$ cat config.mk
export PLATFORM = sky130hd
export DESIGN_NAME = epp_host_port
export DESIGN_NICKNAME = d
export VERILOG_FILES = /design/src/rtl/epp_host_pkg.sv /design/src/rtl/epp_sync2.sv /design/src/rtl/epp_cycle_fsm.sv /design/src/rtl/epp_host_port.sv
export SDC_FILE = /design/constraint.sdc
export NUM_CORES = 1
export LEC_CHECK = 0
export BUFFER_PORTS_ARGS = -buffer_cell sky130_fd_sc_hd__buf_2
export CAP_MARGIN = 30
export CORE_MARGIN = 1.5
export CORE_UTILIZATION = 54
export CTS_BUF_LIST = sky130_fd_sc_hd__clkbuf_2 sky130_fd_sc_hd__clkbuf_4 sky130_fd_sc_hd__clkbuf_8
export CTS_CLUSTER_DIAMETER = 100
export DETAILED_ROUTE_END_ITERATION = 10
export PLACE_DENSITY = 0.85
export SLEW_MARGIN = 20
export SYNTH_ARGS = -nofsm -noshare
export SYNTH_HDL_FRONTEND = slang
export SYNTH_SLANG_ARGS = --single-unit
$ cat constraint.sdc
create_clock -name clk -period 4.43 [get_ports clk]
set_input_delay 0 -clock clk [delete_from_list [all_inputs] [get_ports clk]]
set_output_delay 0 -clock clk [all_outputs]
set_load 0.01 [all_outputs]
$ cat src/rtl/epp_host_pkg.sv
package epp_host_pkg;

  typedef enum logic [2:0] {
    P_DATA, P_STAT, P_CTRL, P_EADR, P_EDAT, P_NONE
  } port_e;

  typedef enum logic [1:0] {C_IDLE, C_STRB, C_REL} cyc_e;

  typedef enum logic [1:0] {B_IDLE, B_EPP, B_ACK} bus_e;

  localparam logic [7:0] STS_INV = 8'h80;
  localparam logic [7:0] CTL_INV = 8'h0B;
  localparam int unsigned NPORTS = 5;

  function automatic port_e decode_port(input logic [31:0] addr, input logic [31:0] base);
    logic [31:0] off;
    off = addr - base;
    if (addr < base || off >= NPORTS) return P_NONE;
    case (off[2:0])
      3'd0: return P_DATA;
      3'd1: return P_STAT;
      3'd2: return P_CTRL;
      3'd3: return P_EADR;
      default: return P_EDAT;
    endcase
  endfunction

  function automatic logic [7:0] status_view(input logic [4:0] pins, input logic flag);
    return ({pins, 3'b000} ^ STS_INV) | {7'b0, flag};
  endfunction

  function automatic logic [3:0] ctrl_to_pins(input logic [7:0] ctrl);
    logic [7:0] v;
    v = ctrl ^ CTL_INV;
    return v[3:0];
  endfunction

endpackage

$ cat src/rtl/epp_sync2.sv
module epp_sync2 #(
  parameter int W = 1
) (
  input  logic         clk,
  input  logic         rst_n,
  input  logic [W-1:0] d,
  output logic [W-1:0] q
);
  logic [W-1:0] meta;

  always_ff @(posedge clk) begin
    if (!rst_n) begin
      meta <= '0;
      q    <= '0;
    end else begin
      meta <= d;
      q    <= meta;
    end
  end
endmodule

$ cat src/rtl/epp_cycle_fsm.sv
module epp_cycle_fsm
  import epp_host_pkg::*;
#(
  parameter int TO_CYC = 2500
) (
  input  logic       clk,
  input  logic       rst_n,
  input  logic       hold,
  input  logic       start,
  input  logic       is_addr,
  input  logic       is_rd,
  input  logic [7:0] wbyte,
  input  logic       wait_s,
  input  logic [7:0] pd_in,
  output logic       busy,
  output logic       drive,
  output logic [7:0] drive_byte,
  output logic       naddr_stb,
  output logic       ndata_stb,
  output logic       nwrite,
  output logic       done,
  output logic       tmo,
  output logic [7:0] rbyte
);
  localparam int CW = $clog2(TO_CYC + 1);
  localparam logic [CW-1:0] LIM = CW'(TO_CYC - 1);

  cyc_e       state;
  logic       addr_q, rd_q;
  logic [7:0] wq, cap;
  logic [CW-1:0] cnt;
  logic       nat_done;

  assign busy       = (state != C_IDLE);
  assign nat_done   = (state == C_REL) && !wait_s;
  assign tmo        = busy && (cnt == LIM) && !nat_done;
  assign done       = nat_done || tmo;
  assign drive      = busy && !rd_q;
  assign drive_byte = wq;
  assign naddr_stb  = !((state == C_STRB) && addr_q);
  assign ndata_stb  = !((state == C_STRB) && !addr_q);
  assign nwrite     = !(busy && !rd_q);
  assign rbyte      = tmo ? 8'hFF : cap;

  always_ff @(posedge clk) begin
    if (!rst_n || hold) begin
      state  <= C_IDLE;
      addr_q <= 1'b0;
      rd_q   <= 1'b0;
      wq     <= 8'h00;
      cap    <= 8'h00;
      cnt    <= '0;
    end else if (tmo) begin
      state <= C_IDLE;
      cnt   <= '0;
    end else begin
      case (state)
        C_IDLE: if (start) begin
          state  <= C_STRB;
          addr_q <= is_addr;
          rd_q   <= is_rd;
          wq     <= wbyte;
          cnt    <= '0;
        end
        C_STRB: begin
          cnt <= cnt + 1'b1;
          if (wait_s) begin
            cap   <= pd_in;
            state <= C_REL;
          end
        end
        C_REL: begin
          cnt <= cnt + 1'b1;
          if (!wait_s) state <= C_IDLE;
        end
        default: state <= C_IDLE;
      endcase
    end
  end
endmodule

$ cat src/rtl/epp_host_port.sv
module epp_host_port
  import epp_host_pkg::*;
#(
  parameter int          AW         = 16,
  parameter logic [31:0] BASE       = 32'h378,
  parameter int          CLK_MHZ    = 250,
  parameter int          TIMEOUT_US = 10
) (
  input  logic          clk,
  input  logic          rst_n,
  input  logic          bus_req,
  input  logic          bus_wr,
  input  logic [AW-1:0] bus_addr,
  input  logic [7:0]    bus_wdata,
  output logic [7:0]    bus_rdata,
  output logic          bus_ready,
  input  logic [7:0]    pd_in,
  output logic [7:0]    pd_out,
  output logic          pd_oe,
  input  logic [4:0]    sts_pins,
  output logic [3:0]    ctl_pins,
  output logic          host_rst_n,
  output logic          nwrite,
  output logic          naddr_stb,
  output logic          ndata_stb,
  input  logic          wait_in
);
  localparam int TO_CYC = CLK_MHZ * TIMEOUT_US;

  bus_e       bstate;
  logic [7:0] data_reg, ctrl_reg;
  logic       tmo_flag;
  logic       rd_q;
  port_e      sel;
  logic       is_epp, hold, start;
  logic       wait_s;
  logic       cyc_busy, cyc_drive, cyc_done, cyc_timeout;
  logic [7:0] cyc_byte, cyc_rbyte;

  assign sel    = decode_port({{(32-AW){1'b0}}, bus_addr}, BASE);
  assign is_epp = (sel == P_EADR) || (sel == P_EDAT);
  assign hold   = !ctrl_reg[2];
  assign start  = (bstate == B_IDLE) && bus_req && is_epp && !hold;

  assign bus_ready  = (bstate == B_ACK);
  assign host_rst_n = ctrl_reg[2];
  assign ctl_pins   = ctrl_to_pins(ctrl_reg);
  assign pd_oe      = cyc_busy ? cyc_drive : 1'b1;
  assign pd_out     = cyc_drive ? cyc_byte : data_reg;

  epp_sync2 #(.W(1)) u_wsync (
    .clk(clk), .rst_n(rst_n), .d(wait_in), .q(wait_s)
  );

  epp_cycle_fsm #(.TO_CYC(TO_CYC)) u_cyc (
    .clk(clk), .rst_n(rst_n), .hold(hold), .start(start),
    .is_addr(sel == P_EADR), .is_rd(!bus_wr), .wbyte(bus_wdata),
    .wait_s(wait_s), .pd_in(pd_in),
    .busy(cyc_busy), .drive(cyc_drive), .drive_byte(cyc_byte),
    .naddr_stb(naddr_stb), .ndata_stb(ndata_stb), .nwrite(nwrite),
    .done(cyc_done), .tmo(cyc_timeout), .rbyte(cyc_rbyte)
  );

  always_ff @(posedge clk) begin
    if (!rst_n) begin
      bstate    <= B_IDLE;
      data_reg  <= 8'h00;
      ctrl_reg  <= 8'h04;
      tmo_flag  <= 1'b0;
      bus_rdata <= 8'h00;
      rd_q      <= 1'b0;
    end else begin
      case (bstate)
        B_IDLE: if (bus_req) begin
          rd_q   <= !bus_wr;
          bstate <= B_ACK;
          case (sel)
            P_DATA: begin
              if (bus_wr) data_reg <= bus_wdata;
              bus_rdata <= pd_in;
            end
            P_STAT: begin
              if (bus_wr) tmo_flag <= 1'b0;
              bus_rdata <= status_view(sts_pins, tmo_flag);
            end
            P_CTRL: begin
              if (bus_wr) ctrl_reg <= bus_wdata;
              bus_rdata <= bus_wr ? bus_wdata : ctrl_reg;
            end
            P_EADR, P_EDAT: begin
              bus_rdata <= 8'h00;
              if (!hold) bstate <= B_EPP;
            end
            default: bus_rdata <= 8'h00;
          endcase
        end
        B_EPP: if (cyc_done) begin
          bus_rdata <= rd_q ? cyc_rbyte : 8'h00;
          if (cyc_timeout) tmo_flag <= 1'b1;
          bstate <= B_ACK;
        end
        default: bstate <= B_IDLE;
      endcase
    end
  end
endmodule

# Word level (Yosys, flattened, before mapping)
# Cells that the tools add are included.
[totals]
in_bits = 42
output_inout_bits = 26
ff_bits = 62
wordCells = 115
[op_classes]
n_addsub = 2
bitwise_logic = 4
n_eq_ne = 20
magnitude_cmp = 2
mux = 30
n_reduce_logical = 43
[ops]
columns = ["op", "count"]
rows = [
  ["$mux W8", 6],
  ["$ge A32 B3 Y1 const B", 1],
  ["$pmux W12 S2", 1],
  ["$pmux W8 S3", 1],
  ["$sub A16 B10 Y17 const B", 1],
  ["$lt A16 B10 Y1 const B", 1],
  ["$pmux W8 S2", 1],
  ["$reduce_and A3 Y1", 5],
  ["$mux W2", 7],
  ["$add A12 B1 Y12 const B", 1],
  ["$eq A12 B12 Y1 const B", 1],
  ["$eq A3 B2 Y1 const B", 4],
  ["$mux W12", 1],
  ["$ne A2 B2 Y1 const B", 6],
  ["$pmux W3 S4", 1],
  ["$logic_not A1 Y1", 10],
  ["$logic_and A1 B1 Y1", 9],
  ["$or A8 B1 Y8", 1],
  ["$mux W1", 7],
  ["$eq A3 B1 Y1 const B", 2],
  ["$logic_not A3 Y1", 2],
  ["$mux W3", 2],
  ["$pmux W2 S3", 1],
  ["$reduce_and A2 Y1", 3],
  ["14 further kinds", 26],
]

# Depth between registers and ports, before layout
# Gate-level depths: netlist of run 1.
[logic_depth]
word_depth = 11
ltp_mapped = 9
mapped_depth_nobuf = 8

# By module
# Synthesis of run 1 repeated with hierarchy kept, for this count alone.
[hier_totals]
hier_cells = 418
hier_area_um2 = 3606.0
[modules_own_cells]
columns = ["mod", "area_per_inst_um2", "seq_area_each_um2", "instances", "cells_each"]
rows = [
  ["epp_host_port", 1913.1, 560.5, 1, 229],
  ["epp_cycle_fsm", 1640.3, 640.6, 1, 185],
  ["epp_sync2", 52.6, 40.0, 1, 4],
]

# Worst setup path before layout of run 1
# OpenSTA, ideal clock, no wires.
[synth_path]
kind = "register -> register"
start = "reg u_cyc.state[0]"
end = "reg bus_rdata[2]"
path_slack_ns = 1.830
required_ns = 4.356
synth_period_minus_slack_ns = 2.600
setup_ns = 0.074
arrival_ns = 2.526
path_buffers = 1
stages_incl_launch_ff = 10
cell_sequence = "dfxtp_1 inv_1 ha_1 or4b_2 or4_4 nor2b_1 o22ai_2 buf_4 o21ai_0 a31oi_1"
[synth_between]
elab_chain_len = 8
elab_cells_between_ends = 13
cone_classes = "eq/ne: 2; mux: 4; reduce/logical: 7"
[synth_rtl]
columns = ["element", "line_no", "text"]
rows = [
  ["start, declared", "epp_cycle_fsm.sv:28", "cyc_e state;"],
  ["start signal, assigned", "epp_cycle_fsm.sv:47", "state <= C_IDLE;"],
  ["start signal, assigned", "epp_cycle_fsm.sv:54", "state <= C_IDLE;"],
  ["start signal, assigned", "epp_cycle_fsm.sv:59", "state <= C_STRB;"],
  ["$eq A2 B2 Y1", "epp_cycle_fsm.sv:35", "assign nat_done = (state == C_REL) && !wait_s;"],
  ["$logic_and A1 B1 Y1", "epp_cycle_fsm.sv:35", ""],
  ["$logic_not A1 Y1", "epp_cycle_fsm.sv:36", "assign tmo = busy && (cnt == LIM) && !nat_done;"],
  ["$logic_and A1 B1 Y1", "epp_cycle_fsm.sv:36", ""],
  ["$mux W8", "epp_cycle_fsm.sv:43", "assign rbyte = tmo ? 8'hFF : cap;"],
  ["$mux W8", "epp_host_port.sv:98", "bus_rdata <= rd_q ? cyc_rbyte : 8'h00;"],
  ["$mux W8", "epp_host_port.sv:97", "B_EPP: if (cyc_done) begin"],
  ["$pmux W8 S2", "epp_host_port.sv:73", "case (bstate)"],
  ["end signal, assigned", "epp_host_port.sv:80", "bus_rdata <= pd_in;"],
  ["end signal, assigned", "epp_host_port.sv:84", "bus_rdata <= status_view(sts_pins, tmo_flag);"],
  ["end signal, assigned", "epp_host_port.sv:98", ""],
  ["end, declared", "epp_host_port.sv:15", "output logic [7:0] bus_rdata,"],
]
# Parallel ways exist; a longest one is shown, timed or not. The select of a mux whose other input is x is not followed.
# A chain may end at the register's enable or synchronous reset.

# Final worst setup path of run 1
[layout_path]
start = "reg u_cyc.state[0]"
end = "reg u_cyc.cnt[6]"
[layout_between]
elab_chain_len = 5
elab_cells_between_ends = 14
cone_classes = "eq/ne: 3; mux: 1; reduce/logical: 10"
[layout_rtl]
columns = ["element", "line_no", "text"]
rows = [
  ["$eq A2 B2 Y1", "epp_cycle_fsm.sv:35, epp_cycle_fsm.sv:57", ""],
  ["$logic_and A1 B1 Y1", "epp_cycle_fsm.sv:35", ""],
  ["$logic_not A1 Y1", "epp_cycle_fsm.sv:36", ""],
  ["$logic_and A1 B1 Y1", "epp_cycle_fsm.sv:36", ""],
  ["$reduce_or A2 Y1 (no source line)", "n/a", ""],
  ["end signal, assigned", "epp_cycle_fsm.sv:66", "cnt <= cnt + 1'b1;"],
  ["end signal, assigned", "epp_cycle_fsm.sv:73", "cnt <= cnt + 1'b1;"],
  ["end, declared", "epp_cycle_fsm.sv:31", "logic [CW-1:0] cnt;"],
]
# Parallel ways exist; a longest one is shown, timed or not.

==> flow_summary.ini, run 1 <==
[drt]
route.vias.total = 3050
drt-pass1-iter-count = 4
routed_wire_length_per_instance_um = 16.2
antenna_violating_nets_post_route = 0
totalWireLength_mm = 8.49
detail_route.iter0.violations = 193
drt_met1_wl_mm = 3.55
met3_wirelength_um = 480
highest-signal-layer = met4
vias_per_cell = 5.82
wl_met2_mm = 4.26
route.detailed.drc = 0

[logic_synthesis]
synth_enable_flop_cells = 0
syn-cell-area_um2 = 3230
most_numerous_cell_in_the_yosys_netlist = dfxtp_1
syn_nets = 412
synth_cell_types = 50
syn_avg_cell_area_um2 = 8.86
synthCells = 364
synth_top_cells_by_count = dfxtp_1, mux2i_1, nor2_1, o21ai_0, nand2_1
ys_seq_area_share_pct = 38.5
yosysWarnings = 0
netlist.top_cell.by_area = dfxtp_1
async_flop_share_pct = 0
synth_flop_cell = dfxtp_1
ys_seq_elements = 62
synth_top_cells_by_area = dfxtp_1, mux2i_1, o21ai_0, mux2_2, nor2_1
post-synth-top-area-fraction_pct = 38.5

[sta]
worst_slew_margin_rel_pct = 41.8
min_period_ns = 3.08
worstMarginPinSlew_ns = 0.869
timing.clock.skew_ns = 0.00949
finalHoldViolCount = 0
pins_over_their_slew_limit = 0
fin_crit_sh_pct = 69.5
fmaxAchievable_ghz = 0.325
setup_total_negative_slack_ns = 0
report.final.setup_viol = 0
unrepaired_setup_endpoints_after_global_routing = false

[power_and_ir_drop]
cellPowerDensity_nw_per_um2 = 312
p_leak_nw = 1.71
max-vdd-ir-drop_mv = 0.271

[cts]
post_cts_resize_count = 0
clk_latency_ns = 0.34
tritoncts_num_sinks = 62
cts-root-to-sink-buffers = 2
cts_htree_levels = 3
clk_root_buffer_cell = clkbuf_8
clk_transition_reported_paths_ns = 0.07
tritoncts.num_buffers = 9
cts_tree = done

[worst_setup_path]
cp.required_ns = 4.63
slowest_stage = or4b_2
cpMostUsedCell = nor2_1
worstRegToRegCells = 8
cp_cell_sequence = inv_1 -> ha_1 -> or4b_2 -> or4_4 -> nor2_1 -> nor2_1 -> o21ai_2 -> a21oi_1
worstPathMaxFanout = 10
crit_path_start_kind = flop
ff2ff_setup_slack_ns = 1.35
cp_slowest_stage_delay_ns = 0.62
setup.worst_path.class = reg2reg
setup.worst_path.start = u_cyc.state[0]
crit_end = u_cyc.cnt[6]
crit_arrival_ns = 3.28
crit-reg2reg-capture = u_cyc.cnt[6]
end_kind = flop
crit-reg2reg-launch = u_cyc.state[0]

[floorplan]
width_of_the_die_um = 80.3
chipHeight_um = 80.3
die-area_um2 = 6450
io-pin-count = 68
start_util_pct = 57.2
design.core.area_um2 = 5640
floorplan.rows = 27

[placement]
placed_cell_area_um2 = 3600
globalplace.congestion = 0.821
hpwl_mm = 5.57
io_buffers = 67

[global_routing]
pin_count_of_the_biggest_net_entering_global_routing = 34
grt_antenna_before_repair = 0
overflow = 0
grt_first_pass_wirelength_mm = 13.9
first_global_vias = 2944
grt_util_overall_pct = 28.0

[run_status]
outcome = finished, final reports clean

[min_path]
hold_path_class = in2reg

[job]
max_cap_viol_count = 0

[layout]
insertedDiodeCount = 0
nets = 495
drive_gt1_share_pct = 23.9
areaGrowthSynthToFinish_pct = 24.0
largest_register_by_flop_count = u_cyc.cnt
largest_register_ff_count = 12
final_design_area_no_fill_um2 = 4000
-- through the flow --
step / hold slack, ns / instances / setup slack, ns / total power, mW / util (%)
finish: 0.00926 / 524 / 1.35 / 1.25 / 70.9
CTS: 0.00189 / 524 / 1.38 / 1.25 / 70.9
global route: 0.0331 / 524 / 1.06 / 1.29 / 70.9
floorplan: 0.125 / 364 / 1.83 / 0.632 / -
detailed placement: 0.213 / 491 / 1.39 / 0.675 / 63.9
global placement: 0.213 / 491 / 1.46 / 0.672 / 63.9
-- placed cells by master, fill, tap and decap left out, drive strengths merged, types with 3 or more instances in the layout --
cell type    synthesis  layout
buf                  7      69
dfxtp               62      62
mux2i               41      41
o21ai               34      34
nor2                33      33
nand2               22      22
nor2b               17      17
dlygate4sd3          0      17
nand2b              16      16
a21oi               16      16
clkbuf               7      13
mux2                12      12
a31oi               12      12
inv                 10      10
nand3                7       7
nand4                6       6
or3                  6       6
ha                   6       6
or4                  6       6
o31ai                5       5
nor3                 4       4
and3                 4       4
or4b                 3       3
-- worst min-delay path by stage --
| stage | startpoint | end | slack, ns | depth (start not counted) |
|---|---|---|---|---|
| after floorplan | bus_wdata[2] | ctrl_reg[2] | 0.13 | 2 |
| after global routing | bus_addr[2] | tmo_flag | 0.03 | 3 |
| after global placement | wait_in | u_wsync.meta | 0.21 | 2 |
| final | bus_addr[2] | tmo_flag | 0.009 | 3 |
| after CTS | bus_addr[2] | tmo_flag | 0.002 | 3 |
| after detailed placement | wait_in | u_wsync.meta | 0.21 | 2 |
-- final cells by class --
type | instances | area (µm²)
tap | 72 | 90.1
clock inverter | 3 | 67.6
clock buffer | 13 | 160
multi-input combinational | 278 | 1880
fill | 414 | 1640
sequential | 62 | 1240
inverter | 10 | 37.5
timing repair buffer | 86 | 520
-- report_power, final --
group / internal, mW / switching (mW) / total (mW)
registers: 0.564 / 0.00375 / 0.568
clock network: 0.352 / 0.222 / 0.574
logic: 0.0495 / 0.0592 / 0.109
-- metal layers --
layer  GRT usage [%]  up-vias
li1                -     1487
met1            34.1     1435
met2            47.6      108
met3            7.39       20
met4            9.83        0
met5               0        -
-- critical path: cells and delay by family, from the launching register on --
kind / cells / cell delay, ns
AND/OR/NAND/NOR: 4 / 1.83
flip-flops: 1 / 0.39
AO/OA/AOI/OAI: 2 / 0.33
adder cells (fa/ha/maj): 1 / 0.28
buffers and inverters: 1 / 0.10
-- kinds of logic after synthesis --
family                     Yosys count  synth area share, %
and+or+nand+nor                    134                 22.6
AOI/OAI and AO/OA                   83                 16.1
DFF                                 62                 38.5
muxes                               53                 16.9
buffers and inverters               24                 3.10
adders and majority gates            6                 2.33
xor gates and xnor gates             2                0.543
-- repair_timing --
action	in CTS	in global routing
hold endpoints to repair	26	0
buffers inserted	0	0
hold buffers	17	0
No activity file was read; power rests on OpenSTA's default activity.
==> run 2: changes to the inputs <==
--- a/config.mk
+++ b/config.mk
@@ -8,11 +8,11 @@
 export BUFFER_PORTS_ARGS = -buffer_cell sky130_fd_sc_hd__buf_2
 export CAP_MARGIN = 30
 export CORE_MARGIN = 1.5
-export CORE_UTILIZATION = 54
+export CORE_UTILIZATION = 51
 export CTS_BUF_LIST = sky130_fd_sc_hd__clkbuf_2 sky130_fd_sc_hd__clkbuf_4 sky130_fd_sc_hd__clkbuf_8
 export CTS_CLUSTER_DIAMETER = 100
 export DETAILED_ROUTE_END_ITERATION = 10
-export PLACE_DENSITY = 0.85
+export PLACE_DENSITY = 0.84
 export SLEW_MARGIN = 20
 export SYNTH_ARGS = -nofsm -noshare
 export SYNTH_HDL_FRONTEND = slang
==> constraint.sdc (replaced) <==
create_clock -name clk -period 2.8 [get_ports clk]
set_input_delay 0 -clock clk [delete_from_list [all_inputs] [get_ports clk]]
set_output_delay 0 -clock clk [all_outputs]
set_load 0.01 [all_outputs]
==> flow_summary.ini, run 2 (synthesis results as in run 1) <==
[global_routing]
pin_count_of_the_biggest_net_entering_global_routing = 34
grt_util_overall_pct = 25.7
grt.met1_usage_pct = 31.2
grt_first_pass_wirelength_mm = 13.4
first_global_vias = 2929
top_usage_layer = met2
groute.layer.met3.usage_pct = 5.60
groute.layer.met2.usage_pct = 45.0
grt_antenna_before_repair = 0
overflow = 0

[sta]
min_period_ns = 2.65
setup_total_negative_slack_ns = 0
report.final.setup_viol = 0
unrepaired_setup_endpoints_after_global_routing = false
worstMarginPinSlew_ns = 0.719
pins_over_their_slew_limit = 0
fmaxAchievable_ghz = 0.377
timing.clock.skew_ns = 0.00995
fin_crit_sh_pct = 94.6
post-route-worst-setup-slack_ns = 0.150
worst_slew_margin_rel_pct = 51.9
timing.hold.ws_ns = 0.0162
finalHoldViolCount = 0

[floorplan]
die-area_um2 = 6810
io-pin-count = 68
design.core.area_um2 = 6030
start_util_pct = 53.5
chipHeight_um = 82.5
width_of_the_die_um = 82.5
floorplan.rows = 28

[worst_setup_path]
crit-reg2reg-launch = u_cyc.state[0]
crit_path_start_kind = flop
crit_arrival_ns = 2.91
end_kind = flop
cp.required_ns = 3.06
setup.worst_path.class = reg2reg
setup.worst_path.start = u_cyc.state[0]
worstPathMaxFanout = 17

[drt]
route.detailed.drc = 0
route.vias.total = 3052
antenna_violating_nets_post_route = 0
vias_per_cell = 5.72
totalWireLength_mm = 8.07
drt-pass1-iter-count = 4
routed_wire_length_per_instance_um = 15.1
detail_route.iter0.violations = 153

[layout]
insertedDiodeCount = 0
largest_register_ff_count = 12
fin_util_pct = 67.0
drive_gt1_share_pct = 25.5
fill_cells = 484
areaGrowthSynthToFinish_pct = 25.2
seqCellArea_um2 = 1240
nets = 502
multiInputGateArea_um2 = 1890
largest_register_by_flop_count = u_cyc.cnt
top_library_cells_by_usage_in_the_layout_fill_and_taps_aside = buf_2, dfxtp_1, mux2i_1
commonest_non_fill_non_tap_cell_in_the_layout = buf_2

[cts]
cts_htree_levels = 3
clk_latency_ns = 0.34
clk_root_buffer_cell = clkbuf_8
cts-root-to-sink-buffers = 2
cts_tree = done
tritoncts.num_buffers = 9
tritoncts_num_sinks = 62
postCtsSetupRepairBufs = 0
clk_transition_reported_paths_ns = 0.08

[power_and_ir_drop]
max-vdd-ir-drop_mv = 0.323
p_leak_nw = 1.73
total_power_mw = 1.89
cellPowerDensity_nw_per_um2 = 468

[run_status]
outcome = finished, final reports clean

[placement]
hpwl_mm = 5.52
io_buffers = 67
dp_slack_ns = 0.147
globalplace.congestion = 0.879

[job]
max_cap_viol_count = 0

[min_path]
min-delay-start = bus_addr[2]
hold_path_class = in2reg
-- run 2: cell count changes in the layout (fill, tap and decap cells not counted), moves of 2 or more --
cell and change:
buf_4 +6, clkbuf_4 -3, inv_6 +3, clkinv_4 +2
-- run 2: worst paths after layout --
kind | to | slack, ns | depth (start not counted)
setup / recovery | bus_rdata[0] | 0.15 | 9
hold / removal | tmo_flag | 0.02 | 3
setup reg to reg | bus_rdata[0] | 0.15 | 9
hold reg to reg | u_wsync.q | 0.45 | 1
-- run 2: through the flow --
stage | cell area, µm² | std cells
detailed placement | 3660 | 501
floorplan | 3230 | 364
CTS | 4030 | 534
global route | 4040 | 534
global placement | 3660 | 501
finish | 4040 | 534
-- run 2: power breakdown --
group / internal, mW / switching [mW]
clock: 0.422 / 0.395
sequential: 0.892 / 0.00577
combinational: 0.0827 / 0.0925
-- run 2: timing repair --
action | 4_1_cts | 5_1_grt
gates resized for setup | 0 | 3
endpoints found under the setup margin | 0 | 3
hold endpoints to repair | 25 | 0
hold buffers | 17 | 0
-- run 2: cell type report --
class,instances,area share (%)
Sequential cell,62,30.8
Multi-Input combinational cell,278,46.7
Clock buffer,9,3.07
Inverter,10,0.929
Timing Repair Buffer,93,14.3
Tap cell,75,2.32
Clock inverter,7,1.95
-- run 2: critical path, stage by stage (launching register included) --
cell	delay, ns
dfxtp_2	0.36
inv_1	0.07
ha_1	0.20
or4b_2	0.61
or4_4	0.57
nor2b_1	0.16
o22ai_2	0.11
buf_6	0.19
o21ai_0	0.10
a31oi_1	0.19
-- run 2: routing by layer --
layer	share of wire [%]	wire, µm
met1	42	3400
met2	53	4240
met3	4.2	337
met4	1.1	92
met5	0	0
